===== src/rtl/ecap_pkg.sv =====
package ecap_pkg;
  localparam int CTL_IE   = 0;
  localparam int CTL_PEND = 1;
  localparam int CTL_OVF  = 2;
  localparam int CTL_RUN  = 3;
  localparam int CTL_MODE = 4;

  localparam int ADDR_CTRL = 0;
  localparam int ADDR_CNT0 = 1;

  typedef struct packed {
    logic mode;
    logic run;
    logic ovf;
    logic pend;
    logic ie;
  } ctl_t;
endpackage


===== src/rtl/ecap_sync.sv =====
module ecap_sync #(
  parameter int STAGES = 2
) (
  input  logic clk,
  input  logic rst,
  input  logic din,
  output logic fall
);
  logic [STAGES-1:0] chain;
  logic              last;

  always_ff @(posedge clk) begin
    if (rst) chain[0] <= 1'b0;
    else     chain[0] <= din;
  end

  for (genvar i = 1; i < STAGES; i++) begin : g_stage
    always_ff @(posedge clk) begin
      if (rst) chain[i] <= 1'b0;
      else     chain[i] <= chain[i-1];
    end
  end

  always_ff @(posedge clk) begin
    if (rst) last <= 1'b0;
    else     last <= chain[STAGES-1];
  end

  assign fall = last & ~chain[STAGES-1];
endmodule


===== src/rtl/ecap_counter.sv =====
module ecap_counter #(
  parameter int CNT_W  = 16,
  parameter int BYTE_W = 8
) (
  input  logic                      clk,
  input  logic                      rst,
  input  logic                      inc_en,
  input  logic                      clr,
  input  logic [CNT_W/BYTE_W-1:0]   byte_we,
  input  logic [BYTE_W-1:0]         byte_wd,
  output logic [CNT_W-1:0]          cnt,
  output logic                      at_max
);
  localparam int NB = CNT_W / BYTE_W;

  logic [CNT_W-1:0] cnt_plus;
  logic             any_we;

  assign cnt_plus = cnt + CNT_W'(1);
  assign any_we   = |byte_we;
  assign at_max   = &cnt;

  for (genvar b = 0; b < NB; b++) begin : g_lane
    always_ff @(posedge clk) begin
      if (rst)             cnt[b*BYTE_W +: BYTE_W] <= '0;
      else if (byte_we[b]) cnt[b*BYTE_W +: BYTE_W] <= byte_wd;
      else if (any_we)     cnt[b*BYTE_W +: BYTE_W] <= cnt[b*BYTE_W +: BYTE_W];
      else if (clr)        cnt[b*BYTE_W +: BYTE_W] <= '0;
      else if (inc_en)     cnt[b*BYTE_W +: BYTE_W] <= cnt_plus[b*BYTE_W +: BYTE_W];
    end
  end

  AST_COUNT_STEP: assert property (@(posedge clk) disable iff (rst)
    (inc_en && !clr && !any_we) |=> (cnt == $past(cnt) + CNT_W'(1)));
  AST_HOLD_STOPPED: assert property (@(posedge clk) disable iff (rst)
    (!inc_en && !clr && !any_we) |=> $stable(cnt));
  AST_START_CLEARS: assert property (@(posedge clk) disable iff (rst)
    (clr && !any_we) |=> (cnt == '0));
endmodule


===== src/rtl/ecap_ctl.sv =====
module ecap_ctl
  import ecap_pkg::*;
#(
  parameter int DATA_W = 8
) (
  input  logic              clk,
  input  logic              rst,
  input  logic              ctrl_we,
  input  logic [DATA_W-1:0] wd,
  input  logic              fall,
  input  logic              cnt_at_max,
  output ctl_t              st,
  output logic              inc_en,
  output logic              start_clr,
  output logic              irq
);
  ctl_t st_d;
  logic cap_evt;
  logic sw_start;
  logic wrap;

  assign cap_evt   = st.run & fall;
  assign sw_start  = ctrl_we & wd[CTL_RUN] & ~st.run;
  assign inc_en    = st.run & ~cap_evt;
  assign start_clr = sw_start & ~wd[CTL_MODE] & ~cap_evt;
  assign wrap      = inc_en & cnt_at_max;

  always_comb begin
    st_d = st;
    if (ctrl_we) begin
      st_d.mode = wd[CTL_MODE];
      st_d.ie   = wd[CTL_IE];
      st_d.run  = wd[CTL_RUN];
      if (!wd[CTL_PEND]) st_d.pend = 1'b0;
      if (!wd[CTL_OVF])  st_d.ovf  = 1'b0;
    end
    if (cap_evt) begin
      st_d.run  = 1'b0;
      st_d.pend = 1'b1;
    end
    if (wrap) st_d.ovf = 1'b1;
  end

  always_ff @(posedge clk) begin
    if (rst) begin
      st  <= '0;
      irq <= 1'b0;
    end else begin
      st  <= st_d;
      irq <= st_d.ie & (st_d.pend | st_d.ovf);
    end
  end

  AST_CAPTURE_STOPS: assert property (@(posedge clk) disable iff (rst)
    (st.run && fall) |=> (!st.run && st.pend));
  AST_IGNORE_IDLE: assert property (@(posedge clk) disable iff (rst)
    $rose(st.pend) |-> $past(st.run));
  AST_OVF_STICKY: assert property (@(posedge clk) disable iff (rst)
    (st.ovf && !(ctrl_we && !wd[CTL_OVF])) |=> st.ovf);
  AST_PEND_STICKY: assert property (@(posedge clk) disable iff (rst)
    (st.pend && !(ctrl_we && !wd[CTL_PEND])) |=> st.pend);
  AST_IRQ_MATCH: assert property (@(posedge clk) disable iff (rst)
    irq == (st.ie && (st.pend || st.ovf)));
endmodule


===== src/rtl/ecap_timer.sv =====
module ecap_timer
  import ecap_pkg::*;
#(
  parameter int DATA_W = 8,
  parameter int CNT_W  = 16,
  parameter int ADDR_W = 2,
  parameter int SYNC_STAGES = 2
) (
  input  logic              clk,
  input  logic              rst,
  input  logic [ADDR_W-1:0] bus_addr,
  input  logic              bus_we,
  input  logic [DATA_W-1:0] bus_wdata,
  output logic [DATA_W-1:0] bus_rdata,
  input  logic              cap_in,
  output logic              irq
);
  localparam int NB = CNT_W / DATA_W;

  ctl_t             st;
  logic             fall;
  logic             inc_en;
  logic             start_clr;
  logic             at_max;
  logic             ctrl_we;
  logic [NB-1:0]    byte_we;
  logic [CNT_W-1:0] cnt;
  logic [DATA_W-1:0] rd_next;
  logic [DATA_W-1:0] ctl_img;

  assign ctrl_we = bus_we && (bus_addr == ADDR_W'(ADDR_CTRL));

  for (genvar b = 0; b < NB; b++) begin : g_dec
    assign byte_we[b] = bus_we && (bus_addr == ADDR_W'(ADDR_CNT0 + b));
  end

  ecap_sync #(.STAGES(SYNC_STAGES)) u_sync (
    .clk(clk), .rst(rst), .din(cap_in), .fall(fall)
  );

  ecap_ctl #(.DATA_W(DATA_W)) u_ctl (
    .clk(clk), .rst(rst), .ctrl_we(ctrl_we), .wd(bus_wdata),
    .fall(fall), .cnt_at_max(at_max), .st(st), .inc_en(inc_en),
    .start_clr(start_clr), .irq(irq)
  );

  ecap_counter #(.CNT_W(CNT_W), .BYTE_W(DATA_W)) u_cnt (
    .clk(clk), .rst(rst), .inc_en(inc_en), .clr(start_clr),
    .byte_we(byte_we), .byte_wd(bus_wdata), .cnt(cnt), .at_max(at_max)
  );

  always_comb begin
    ctl_img = '0;
    ctl_img[CTL_IE]   = st.ie;
    ctl_img[CTL_PEND] = st.pend;
    ctl_img[CTL_OVF]  = st.ovf;
    ctl_img[CTL_RUN]  = st.run;
    ctl_img[CTL_MODE] = st.mode;
  end

  always_comb begin
    rd_next = '0;
    if (bus_addr == ADDR_W'(ADDR_CTRL)) rd_next = ctl_img;
    for (int b = 0; b < NB; b++) begin
      if (bus_addr == ADDR_W'(ADDR_CNT0 + b)) rd_next = cnt[b*DATA_W +: DATA_W];
    end
  end

  always_ff @(posedge clk) begin
    if (rst) bus_rdata <= '0;
    else     bus_rdata <= rd_next;
  end

  AST_RESERVED_ZERO: assert property (@(posedge clk) disable iff (rst)
    ($past(bus_addr) == ADDR_W'(ADDR_CTRL)) |-> (bus_rdata[DATA_W-1:CTL_MODE+1] == '0));
  AST_NO_RUN_AFTER_CAPTURE: assert property (@(posedge clk) disable iff (rst)
    (st.run && fall) |=> $stable(cnt));
endmodule


===== config.mk =====
export PLATFORM = sky130hd
export DESIGN_NAME = ecap_timer
export DESIGN_NICKNAME = d
export VERILOG_FILES = /design/src/rtl/ecap_pkg.sv /design/src/rtl/ecap_sync.sv /design/src/rtl/ecap_counter.sv /design/src/rtl/ecap_ctl.sv /design/src/rtl/ecap_timer.sv
export SDC_FILE = /design/constraint.sdc
export NUM_CORES = 1
export LEC_CHECK = 0
export ABC_AREA = 1
export BUFFER_PORTS_ARGS = -buffer_cell sky130_fd_sc_hd__buf_4
export CAP_MARGIN = 0
export CORE_ASPECT_RATIO = 0.6
export CORE_MARGIN = 2
export CORE_UTILIZATION = 52
export CTS_CLUSTER_SIZE = 10
export DETAILED_ROUTE_END_ITERATION = 10
export GPL_TIMING_DRIVEN = 1
export PLACE_DENSITY = 0.74
export SLEW_MARGIN = 20
export SYNTH_ARGS = -nofsm -noshare
export SYNTH_HDL_FRONTEND = slang
export SYNTH_HIERARCHICAL = 1
export SYNTH_SLANG_ARGS = --single-unit

===== constraint.sdc =====
create_clock -name clk -period 2.2 [get_ports clk]
set_input_delay 0.44 -clock clk [delete_from_list [all_inputs] [get_ports clk]]
set_output_delay 0.44 -clock clk [all_outputs]
set_load 0.01 [all_outputs]

### Word-level counts from Yosys, hierarchy flattened

Cells that the tools add are included.

| word-level totals | value |
|---|---|
| bits in registers | 33 |
| input port bits | 14 |
| output and inout port bits | 9 |
| logic and storage cells | 58 |

| cells by class | value |
|---|---|
| add/sub/neg operators | 1 |
| equality and inequality tests | 4 |
| multiplexer cells | 16 |
| bitwise logic cells | 14 |
| reduce and logical (&&, ||, !) cells | 11 |

Operator list:

| operator | number |
|---|---|
| 2-to-1 mux 8 bit | 10 |
| adder 16 x 1 -> 16 bit, second input constant | 1 |
| AND reduction 16 bit | 1 |
| bitwise AND 1 bit | 9 |
| nonzero test 3 bit | 2 |
| 2-to-1 mux 5 bit | 1 |
| 2-to-1 mux 1 bit | 4 |
| != test 2 bit, second input constant | 2 |
| NOT 1 bit | 4 |
| AND reduction 2 bit | 2 |
| OR reduction 2 bit | 2 |
| logical AND 1 bit | 3 |
| 2-to-1 mux 3 bit | 1 |
| == test 2 x 1 -> 1 bit, second input constant | 1 |
| == test 2 bit, second input constant | 1 |
| zero test 2 bit | 1 |
| bitwise OR 1 bit | 1 |

### Longest topological paths before layout

Gate-level depths: netlist of run 1.

| logic depth | value |
|---|---|
| word-level depth | 9 |
| gate-level depth with buffers | 12 |
| depth with buffers taken out | 12 |

### Cells and area by module

Netlist of run 1, hierarchy kept.

Modules (own cells, without submodules):

| module | instances | cells each | area an instance (um2) |
|---|---|---|---|
| ecap_counter | 1 | 164 | 1091.0 |
| ecap_timer | 1 | 59 | 420.4 |
| ecap_ctl | 1 | 36 | 249.0 |
| ecap_sync | 1 | 11 | 92.6 |

### Least setup slack after synthesis of run 1

Ideal clock, no wire load.

| path | value |
|---|---|
| kind | in2reg |
| from | input bus_addr[1] |
| to | register u_cnt.cnt[6] |
| library setup time | 0.132 ns |
| data arrival time | 2.129 ns |
| setup slack | -0.061 ns |
| stages on the path | 11 |
| path buffers | 1 |
| cell sequence | buf_6 nor3_1 nand2_1 nor3_1 nor2_1 inv_2 nand2_2 nand2_4 inv_4 a22oi_1 a21oi_1 |

| on the way | value |
|---|---|
| cells in the longest elaborated chain, start to end | 9 |

RTL lines:

| what | line | source |
|---|---|---|
| from (decl) | ecap_timer.sv:11 | `input logic [ADDR_W-1:0] bus_addr,` |
| zero test 2 bit (*) | ecap_timer.sv:31 | `assign ctrl_we = bus_we && (bus_addr == ADDR_W'(ADDR_CTRL));` |
| logical AND 1 bit (*) | ecap_timer.sv:31 |  |
| named net ctrl_we | ecap_timer.sv:25 | `logic ctrl_we;` |
| bitwise AND 1 bit (*) (2 in a row) | ecap_ctl.sv:23 | `assign sw_start = ctrl_we & wd[CTL_RUN] & ~st.run;` |
| bitwise AND 1 bit (*) (2 in a row) | ecap_ctl.sv:25 | `assign start_clr = sw_start & ~wd[CTL_MODE] & ~cap_evt;` |
| named net start_clr | ecap_timer.sv:23 | `logic start_clr;` |
| 2-to-1 mux 8 bit | ecap_counter.sv:28 | `else if (clr) cnt[b*BYTE_W +: BYTE_W] <= '0;` |
| 2-to-1 mux 8 bit | ecap_counter.sv:27 | `else if (any_we) cnt[b*BYTE_W +: BYTE_W] <= cnt[b*BYTE_W +: BYTE_W];` |
| 2-to-1 mux 8 bit | ecap_counter.sv:26 | `else if (byte_we[b]) cnt[b*BYTE_W +: BYTE_W] <= byte_wd;` |
| to (signal, indexed assignment) | ecap_counter.sv:26 |  |
| to (signal, indexed assignment) | ecap_counter.sv:27 |  |
| to (signal, indexed assignment) | ecap_counter.sv:29 | `else if (inc_en) cnt[b*BYTE_W +: BYTE_W] <= cnt_plus[b*BYTE_W +: BYTE_W];` |
| to (decl) | ecap_counter.sv:11 | `output logic [CNT_W-1:0] cnt,` |

Mark *: on every way through the listed nets, which the timed path passes. The rest lies on a longest branch. The select of a mux whose other input is x is not followed.
A chain may end at the register's enable or synchronous reset.

### Worst setup path after layout of run 1

| path | value |
|---|---|
| from | register u_cnt.cnt[1] |
| to | register u_ctl.irq |

| on the way | value |
|---|---|
| cells in the longest elaborated chain, start to end | 5 |

RTL lines:

| what | line | source |
|---|---|---|
| AND reduction 16 bit | ecap_counter.sv:21 | `assign at_max = &cnt;` |
| named net at_max | ecap_timer.sv:24 | `logic at_max;` |
| bitwise AND 1 bit | ecap_ctl.sv:26 | `assign wrap = inc_en & cnt_at_max;` |
| 2-to-1 mux 1 bit | ecap_ctl.sv:41 | `if (wrap) st_d.ovf = 1'b1;` |
| bitwise OR 1 bit | ecap_ctl.sv:50 | `irq <= st_d.ie & (st_d.pend \| st_d.ovf);` |
| bitwise AND 1 bit | ecap_ctl.sv:50 |  |
| to (signal assigned) | ecap_ctl.sv:50 |  |
| to (decl) | ecap_ctl.sv:15 | `output logic irq` |

The timed path passes the listed nets, and every way through them passes these cells.

==> results.sh, run 1 <==
export IMPL_status="complete, no violations"
export IMPL_die_y_um=50.2
export IMPL_power_density_mw_per_mm2=593
export IMPL_synth_top_area_frac=0.357
export IMPL_synth_cell_types=29
export IMPL_worstMarginPinSlew_ns=0.311
export IMPL_antenna_found_initial=0
export IMPL_setup_slack_ns=0.471
export IMPL_ys_ff_latch=33
export IMPL_clk_pin_slew_worst_paths_ns=0.07
export IMPL_yosysWarnings=6
export IMPL_gp_congestion=0.978
export IMPL_cts_root_buf="clkbuf_8"
export IMPL_hold_path_class="input pin to register"
export IMPL_drive_gt1_frac=0.208
export IMPL_synth_edff_count=0
export IMPL_nets=312
export IMPL_cp_max_fo=5
export IMPL_p_leak_nw=0.884
export IMPL_seq_area_um2=661
export IMPL_drc=0
export IMPL_final_hold_violation_count=0
export IMPL_cts_buffers=5
export IMPL_syn_nets=285
export IMPL_cts_num_sinks=33
export IMPL_clk_latency_ns=0.28
export IMPL_grt_total_usage=0.267
export IMPL_io_buffers=22
export IMPL_synth_mux_area_frac=0
export IMPL_cap_violations=0
export IMPL_routedWlPerCell_um=14.6
export IMPL_dp_slack_ns=0.264
export IMPL_die_area_mm2=0.00407
export IMPL_coreArea_mm2=0.00332
export IMPL_synth_top_family_by_area="simple AND/OR/NAND/NOR gates"
export IMPL_grt_pass1_wl_mm=8.13
export IMPL_wl_mm=5.02
export IMPL_cts_hold_buf=0
export IMPL_synth_compound_area_frac=0.166
export IMPL_post_drt_via_cell_ratio=5.70
export IMPL_max_freq_mhz=579
export IMPL_ant_nets=0
export IMPL_synth_area_top_cells="dfxtp_1 36%, nand2_1 13%, nand3_1 7.3%"
export IMPL_synth_seq_area_share=0.357
export IMPL_cts_setup_buffers=0
export IMPL_synth_area_per_cell_um2=6.86
export IMPL_critPathCaptureType="register"
export IMPL_row_count=16
export IMPL_cts_buffer_depth=2
export IMPL_worstSetupStartpointType="register"
export IMPL_finalCritPeriodShare=0.786
export IMPL_slew_limit_headroom=0.793
export IMPL_drt_iter0_drc=193
export IMPL_synth_xor_area_share=0
export IMPL_globalRouteOverflowTotal=0
export IMPL_die_width_um=81.1
export IMPL_maxSlewViolCount=0
export IMPL_fin_worst_skew_ns=0.00804
export IMPL_criticalPathCategory="register to register"
export IMPL_cts_resized=0
export IMPL_grt_pass1_vias=1667
export IMPL_rsz0062_at_grt="false"
export IMPL_area_growth_pct=17.0
export IMPL_grt_max_degree=29
export IMPL_tns_ns=0
export IMPL_detailed_place_hpwl_mm=3.76
export IMPL_syn_area_mm2=0.00185
export IMPL_period_needed_ns=1.73
export IMPL_vias=1956
export IMPL_arrival_ns=1.95
export IMPL_yosys_area_share_simple=0.365
export IMPL_required_ns=2.42
export IMPL_async_flop_share=0
export IMPL_num_io_pins=23
export IMPL_multi_input_area_mm2=0.00100
export IMPL_drt_pass1_iter_count=6
export IMPL_whs_ns=0.367
export IMPL_finalSetupViolCount=0
export IMPL_yosys_top_cells_count="66 x nand2_1, 33 x dfxtp_1, 32 x inv_1"
export IMPL_ys_flop_type="dfxtp_1"
export IMPL_synth_most_common_cell="nand2_1"
export IMPL_htree_levels=2
export IMPL_yosysTopAreaCell="dfxtp_1"
export IMPL_synth_fa_ha_area_frac=0.00675
export IMPL_start_util=0.558
export IMPL_diodes=0
export IMPL_cts_tree="built"
export IMPL_ir_drop_mv=0.370
export IMPL_fillers=312
export IMPL_synthCells=270
[stage by stage]
step	cells	cell area, um^2	utilization	power, mW
2_1_floorplan	270	1860	-	0.738
3_3_place_gp	335	2070	0.622	0.792
3_5_place_dp	335	2070	0.622	0.794
4_1_cts	343	2170	0.652	1.29
5_1_grt	343	2170	0.652	1.35
6_report	343	2170	0.652	1.29
[critical path, cell delays in order, from the launching register on]
cell and delay (ns):
dfxtp_1 0.42, ha_1 0.24, nand2_1 0.11, nor2_2 0.20
nand4_1 0.16, nor3_1 0.21, nand3_1 0.12, nand2_1 0.09
nor2_1 0.04, nor2_1 0.08
[area by class of cell]
class,instances,share of cell area
Clock inverter,1,0.00231
Clock buffer,7,0.0444
Sequential cell,33,0.305
Timing Repair Buffer,26,0.0900
Tap cell,45,0.0260
Inverter,39,0.0710
Multi-Input combinational cell,192,0.462
[state kept, by name, indices dropped and copies added (netlist names)]
register      count
bus_rdata         8
u_cnt/cnt        16
u_ctl/irq         1
u_ctl/st          5
u_sync/chain      2
u_sync/last       1
[power by group]
part | switching (mW) | internal, mW
Sequential | 0.0225 | 0.616
Clock | 0.219 | 0.283
Combinational | 0.0913 | 0.0550
Total | 0.333 | 0.953
[logic make-up (layout without fill, tap and decap cells)]
| logic type | Yosys count | in the layout |
|---|---|---|
| adders and majority gates | 1 | 1 |
| buffers and inverters | 45 | 73 |
| DFF | 33 | 33 |
| AOI/OAI and AO/OA | 48 | 48 |
| and+or+nand+nor | 143 | 143 |
[placed cells by master (no fill, tap or decap), drive strengths merged]
cell,netlist,final
nand2,71,71
inv,39,39
dfxtp,33,33
nor2,30,30
nand3,28,28
buf,4,26
a21oi,20,20
a22oi,10,10
nand4,9,9
clkbuf,2,7
o21ai,7,7
o21bai,5,5
nor3,5,5
a31oi,4,4
clkinv,0,1
o211ai,1,1
ha,1,1
a211oi,1,1
[routing by layer]
metal  global-route usage  up-vias  share of wire  routed length (um)
met2                0.344      119           0.39                1980
li1                     -      951              -                   -
met1                0.416      874           0.48                2420
met5                    0        -              0                   0
met4               0.0706        0          0.012                  58
met3               0.0845       12           0.11                 561
[final timing paths]
kind                                 startpoint              end  depth (start not counted)  slack [ns]
worst min-delay path                     cap_in  u_sync/chain[0]                          3        0.37
worst max-delay path               u_cnt/cnt[1]        u_ctl/irq                          9        0.47
worst max register to register     u_cnt/cnt[1]        u_ctl/irq                          9        0.47
worst min register to register  u_sync/chain[0]  u_sync/chain[1]                          2        0.40
Note: power is estimated with default switching activity, not from simulation.
==> inputs of run 2 (changes only) <==
==> constraint.sdc (replaced) <==
create_clock -name clk -period 1.5 [get_ports clk]
set_input_delay 0.3 -clock clk [delete_from_list [all_inputs] [get_ports clk]]
set_output_delay 0.3 -clock clk [all_outputs]
set_load 0.01 [all_outputs]
==> results.sh, run 2 (synthesized netlist as in run 1, its figures left out) <==
export IMPL_status="complete, no violations"
export IMPL_p_leak_nw=1.05
export IMPL_crit_slowest_cell="nor2_4"
export IMPL_p_switching_uw=520
export IMPL_finalSetupViolCount=0
export IMPL_pwr_share_comb=0.149
export IMPL_cap_violations=0
export IMPL_globalRouteOverflowTotal=0
export IMPL_cts_buffers=5
export IMPL_die_y_um=50.2
export IMPL_crit_path_frequent_cell="nor3_4"
export IMPL_final_cell_mix="63 x nand2_1, 51 x buf_4, 31 x inv_1"
export IMPL_hold_path_class="input pin to register"
export IMPL_clock_power_share=0.377
export IMPL_max_freq_mhz=673
export IMPL_die_area_mm2=0.00407
export IMPL_criticalPathCategory="input pin to register"
export IMPL_start_util=0.558
export IMPL_clk_pin_slew_worst_paths_ns=0.07
export IMPL_drive_gt1_frac=0.362
export IMPL_finalCritPeriodShare=0.990
export IMPL_row_count=16
export IMPL_final_common_cell="nand2_1"
export IMPL_nets=340
export IMPL_maxSlewViolCount=0
export IMPL_path_buf_inv=2
export IMPL_cts_root_buf="clkbuf_8"
export IMPL_max_flop_register="u_cnt/cnt"
export IMPL_drt_iter0_drc=210
export IMPL_critPathCaptureType="register"
export IMPL_num_io_pins=23
export IMPL_worstMarginPinSlew_ns=0.336
export IMPL_drc=0
export IMPL_routedWlPerCell_um=15.3
export IMPL_tns_ns=0
export IMPL_cts_tree="built"
export IMPL_required_ns=1.70
export IMPL_area_growth_pct=35.4
export IMPL_io_buffers=22
export IMPL_cp_max_fo=7
export IMPL_dp_slack_ns=-0.187
export IMPL_slew_limit_headroom=0.776
export IMPL_vias=2074
export IMPL_cp_cell_sequence="buf_6 > nor3_4 > nand2_2 > nor3_4 > nor2_2 > inv_2 > nand2_4 > nor2_4 > nand2_1 > a31oi_1"
export IMPL_htree_levels=2
export IMPL_largest_reg_flops=16
export IMPL_seq_power_share=0.474
export IMPL_grt_pass1_wl_mm=8.65
export IMPL_power_density_mw_per_mm2=782
export IMPL_drt_pass1_iter_count=5
export IMPL_diodes=0
export IMPL_arrival_ns=1.68
export IMPL_worstSetupStartpointType="input pin"
export IMPL_grt_total_usage=0.289
export IMPL_grt_max_degree=29
export IMPL_whs_ns=0.212
export IMPL_cts_num_sinks=33
export IMPL_coreArea_mm2=0.00332
export IMPL_switching_share=0.265
export IMPL_clk_latency_ns=0.28
export IMPL_cts_hold_buf=0
export IMPL_top_regs="u_cnt/cnt (16), bus_rdata (8), u_ctl/st (5)"
export IMPL_die_width_um=81.1
export IMPL_detailed_place_hpwl_mm=4.01
export IMPL_wl_mm=5.67
export IMPL_fin_worst_skew_ns=0.00486
export IMPL_gp_congestion=1.04
export IMPL_setup_slack_ns=0.0146
export IMPL_grt_pass1_vias=1822
export IMPL_final_hold_violation_count=0
export IMPL_intPower_mw=1.44
export IMPL_rsz0062_at_grt="true"
export IMPL_cpPeakStageDelay_ns=0.27
export IMPL_period_needed_ns=1.49
export IMPL_p_total_mw=1.96
export IMPL_ant_nets=0
export IMPL_post_drt_via_cell_ratio=5.59
export IMPL_ir_drop_mv=0.691
export IMPL_antenna_found_initial=0
export IMPL_cts_buffer_depth=2
export IMPL_cp_top_family="simple AND/OR/NAND/NOR gates"
-- run 2: changes by cell type in the layout (fill, tap and decap cells not counted), moves of 3 or more --
| cell | change |
|---|---|
| nor2_2 | +3 |
| nand3_1 | -4 |
| nand2_1 | -3 |
| dfxtp_2 | +9 |
| dfxtp_1 | -9 |
| nand3_2 | +4 |
| a21oi_2 | +5 |
| buf_4 | +25 |
| a21oi_1 | -4 |
| nor2_1 | -4 |
-- run 2: final timing paths --
path                                 startpoint              end  slack [ns]  cells after the start
worst min register to register  u_sync/chain[0]  u_sync/chain[1]        0.41                      2
worst max register to register      u_ctl/st[3]     u_cnt/cnt[1]        0.02                      7
worst max-delay path                bus_addr[1]     u_cnt/cnt[1]        0.01                     10
worst min-delay path                     cap_in  u_sync/chain[0]        0.21                      3
-- run 2: area by class of cell --
class                   count  area (um^2)
multi-input cells         193         1120
fillers                   264          813
flip-flops and latches     33          672
repair buffers             53          405
inverters                  39          154
clock buffers               7         96.3
well taps                  45         56.3
clock inverters             1         5.00
-- run 2: worst min-delay path, delay by kind of cell --
family	cells	cell delay (ns)
buffers and inverters	2	0.10
and+or+nand+nor	1	0.06
-- run 2: metal layers --
metal  wire (um)  vias to the layer above  global-route usage
met2        2320                      138               0.382
met4          85                        0              0.0989
met3         779                       14              0.0953
met5           0                        -                   0
met1        2480                      925               0.434
li1            -                      997                   -
-- run 2: what timing repair did --
action,CTS,global route
pin swaps,2,18
endpoints found under the setup margin,1,14
setup buffers,0,1
gates resized for setup,1,30
cloned,0,1
-- run 2: through the flow --
stage / cell area [um^2] / std cells / utilization
after global placement: 2290 / 361 / 0.688
after detailed placement: 2290 / 361 / 0.688
after global routing: 2510 / 371 / 0.755
after floorplan: 1890 / 270 / -
final: 2510 / 371 / 0.755
after CTS: 2390 / 369 / 0.720
-- run 2: power groups by stage --
stage / sequential [mW] / clock [mW] / combinational, mW
3_3_place_gp: 0.945 / 0 / 0.262
2_1_floorplan: 0.946 / 0 / 0.145
4_1_cts: 0.926 / 0.752 / 0.267
5_1_grt: 0.934 / 0.786 / 0.315
6_report: 0.931 / 0.740 / 0.292
3_5_place_dp: 0.946 / 0 / 0.265
==> inputs of run 3 (changes only) <==
--- a/config.mk
+++ b/config.mk
@@ -5,17 +5,15 @@
 export SDC_FILE = /design/constraint.sdc
 export NUM_CORES = 1
 export LEC_CHECK = 0
-export ABC_AREA = 1
 export BUFFER_PORTS_ARGS = -buffer_cell sky130_fd_sc_hd__buf_4
 export CAP_MARGIN = 0
 export CORE_ASPECT_RATIO = 0.6
 export CORE_MARGIN = 2
-export CORE_UTILIZATION = 52
+export CORE_UTILIZATION = 54
 export CTS_CLUSTER_SIZE = 10
 export DETAILED_ROUTE_END_ITERATION = 10
 export GPL_TIMING_DRIVEN = 1
-export PLACE_DENSITY = 0.74
-export SLEW_MARGIN = 20
+export PLACE_DENSITY = 0.73
 export SYNTH_ARGS = -nofsm -noshare
 export SYNTH_HDL_FRONTEND = slang
 export SYNTH_HIERARCHICAL = 1
==> constraint.sdc (replaced) <==
create_clock -name clk -period 1.56 [get_ports clk]
set_input_delay 0.312 -clock clk [delete_from_list [all_inputs] [get_ports clk]]
set_output_delay 0.312 -clock clk [all_outputs]
set_load 0.01 [all_outputs]
==> results.sh, run 3 <==
export IMPL_ys_ff_latch=33
export IMPL_crit_reg2reg_launch="u_sync/chain[1]"
export IMPL_io_buffers=22
export IMPL_cap_violations=0
export IMPL_top_regs="u_cnt/cnt (16), bus_rdata (8), u_ctl/st (5)"
export IMPL_grt_pass1_wl_mm=8.70
export IMPL_holdPathEnd="u_sync/chain[0]"
export IMPL_cp_cell_sequence="and2b_2 > nor2b_2 > or4b_4 > or4b_4 > o211ai_1"
export IMPL_drt_iter0_drc=163
export IMPL_antenna_found_initial=0
export IMPL_synth_cell_types=57
export IMPL_synth_most_common_cell="dfxtp_1"
export IMPL_post_dp_cell_area_mm2=0.00222
export IMPL_cts_hold_buf=0
export IMPL_status="finished with violations"
export IMPL_area_growth_pct=36.8
export IMPL_yosysTopAreaCell="dfxtp_1"
export IMPL_diodes=0
export IMPL_cts_num_sinks=33
export IMPL_async_flop_share=0
export IMPL_fin_worst_skew_ns=0.0119
export IMPL_holdPathStages=2
export IMPL_cp_max_fo=4
export IMPL_cts_buffers=5
export IMPL_slew_limit_headroom=0.708
export IMPL_startpoint="u_sync/chain[1]"
export IMPL_coreArea_mm2=0.00322
export IMPL_synth_seq_area_share=0.365
export IMPL_cts_root_buf="clkbuf_8"
export IMPL_drc=0
export IMPL_hold_path_class="input pin to register"
export IMPL_rsz0062_at_grt="true"
export IMPL_htree_levels=2
export IMPL_maxSlewViolCount=0
export IMPL_synth_area_top_cells="dfxtp_1 37%, a22oi_1 5.4%, a211oi_2 4.2%"
export IMPL_final_cell_mix="54 x buf_4, 31 x dfxtp_1, 15 x nor2_1"
export IMPL_r2r_end="u_cnt/cnt[13]"
export IMPL_start_util=0.561
export IMPL_arrival_ns=2.08
export IMPL_final_hold_violation_count=0
export IMPL_post_drt_via_cell_ratio=6.25
export IMPL_p_total_mw=2.13
export IMPL_critPathCaptureType="register"
export IMPL_crit_path_frequent_cell="or4b_4"
export IMPL_ant_nets=0
export IMPL_criticalPathCategory="register to register"
export IMPL_whs_ns=0.236
export IMPL_clk_latency_ns=0.30
export IMPL_gp_congestion=0.923
export IMPL_cp_top_family="simple AND/OR/NAND/NOR gates"
export IMPL_synth_edff_count=0
export IMPL_finalCritPeriodShare=1.19
export IMPL_worstHoldStart="cap_in"
export IMPL_ir_drop_mv=0.773
export IMPL_r2r_slack_ns=-0.30
export IMPL_ys_flop_type="dfxtp_1"
export IMPL_power_density_mw_per_mm2=860
export IMPL_grt_max_degree=21
export IMPL_postLayoutCellArea_mm2=0.00247
export IMPL_num_io_pins=23
export IMPL_drt_pass1_iter_count=5
export IMPL_nets=268
export IMPL_die_width_um=78.7
export IMPL_violations="setup timing"
export IMPL_wl_mm=5.34
export IMPL_reg2reg_depth=5
export IMPL_row_count=16
export IMPL_vias=1870
export IMPL_detailed_place_hpwl_mm=3.69
export IMPL_cts_buffer_depth=2
export IMPL_final_common_cell="buf_4"
export IMPL_dp_slack_ns=-0.528
export IMPL_max_freq_mhz=538
export IMPL_syn_area_mm2=0.00181
export IMPL_setup_slack_ns=-0.300
export IMPL_max_flop_register="u_cnt/cnt"
export IMPL_worstSetupStartpointType="register"
export IMPL_routedWlPerCell_um=17.9
export IMPL_path_buf_inv=0
export IMPL_crit_slowest_cell="or4b_4"
export IMPL_p_leak_nw=0.916
export IMPL_synthCells=198
export IMPL_finalSetupViolCount=13
export IMPL_period_needed_ns=1.86
export IMPL_drive_gt1_frac=0.433
export IMPL_cpPeakStageDelay_ns=0.53
export IMPL_worstMarginPinSlew_ns=0.434
export IMPL_clk_pin_slew_worst_paths_ns=0.07
export IMPL_synth_top_area_frac=0.365
export IMPL_globalRouteOverflowTotal=0
export IMPL_die_y_um=48.8
export IMPL_die_area_mm2=0.00384
export IMPL_grt_pass1_vias=1803
export IMPL_grt_total_usage=0.298
export IMPL_largest_reg_flops=16
export IMPL_required_ns=1.78
export IMPL_syn_nets=213
export IMPL_tns_ns=-2.16
export IMPL_yosys_top_cells_count="33 x dfxtp_1, 15 x nor2_1, 13 x a22oi_1"
export IMPL_cts_tree="built"
export IMPL_synth_area_per_cell_um2=9.13
export IMPL_yosysWarnings=6
## run 3: cell count changes after synthesis, sizes merged, moves of 8 or more
cell	change
nor2b	+10
nand2b	+8
nand3	-22
a21oi	-12
inv	-34
a211oi	+10
nor2	-14
nand2	-66
## run 3: what timing repair did
item	4_1_cts	5_1_grt
buffers inserted	4	1
gates resized for setup	17	15
setup endpoints to repair	15	16
pin swaps	11	9
## run 3: worst max-delay path by stage
stage,endpoint,cells after the start
after floorplan,u_cnt/cnt[5],9
after global placement,u_cnt/cnt[7],8
after detailed placement,u_cnt/cnt[7],8
after CTS,u_cnt/cnt[13],5
after global routing,u_cnt/cnt[13],5
final,u_cnt/cnt[13],5
## run 3: area by class of cell
type,instances,area (um^2)
multi-input cells,148,1150
fillers,223,749
flip-flops and latches,33,663
repair buffers,60,473
clock buffers,7,86.3
well taps,45,56.3
clock inverters,1,30.0
inverters,5,18.8
## run 3: power breakdown
group / total (mW) / internal [mW] / switching (mW)
clock: 0.856 / 0.521 / 0.336
combinational: 0.357 / 0.176 / 0.182
sequential: 0.915 / 0.883 / 0.0319
total: 2.13 / 1.58 / 0.549
## run 3: kinds of logic after synthesis
kind of cell	share of synthesized area
and+or+nand+nor	0.275
AOI/OAI and AO/OA	0.253
DFF	0.365
buffers and inverters	0.0616
muxes	0.0277
xor gates and xnor gates	0.00969
adders and majority gates	0.00692
## run 3: through the flow
stage          instances   util
3_3_place_gp         287  0.688
4_1_cts              299  0.750
3_5_place_dp         287  0.688
2_1_floorplan        198      -
5_1_grt              299  0.767
6_report             299  0.767
## run 3: routing by layer
layer | share of wire | routed length [um] | vias to the layer above | track usage
met4 | 0.030 | 161 | 0 | 0.126
met2 | 0.45 | 2380 | 98 | 0.439
met3 | 0.075 | 402 | 24 | 0.0741
met5 | 0 | 0 | - | 0
met1 | 0.45 | 2400 | 884 | 0.419
li1 | - | - | 864 | -
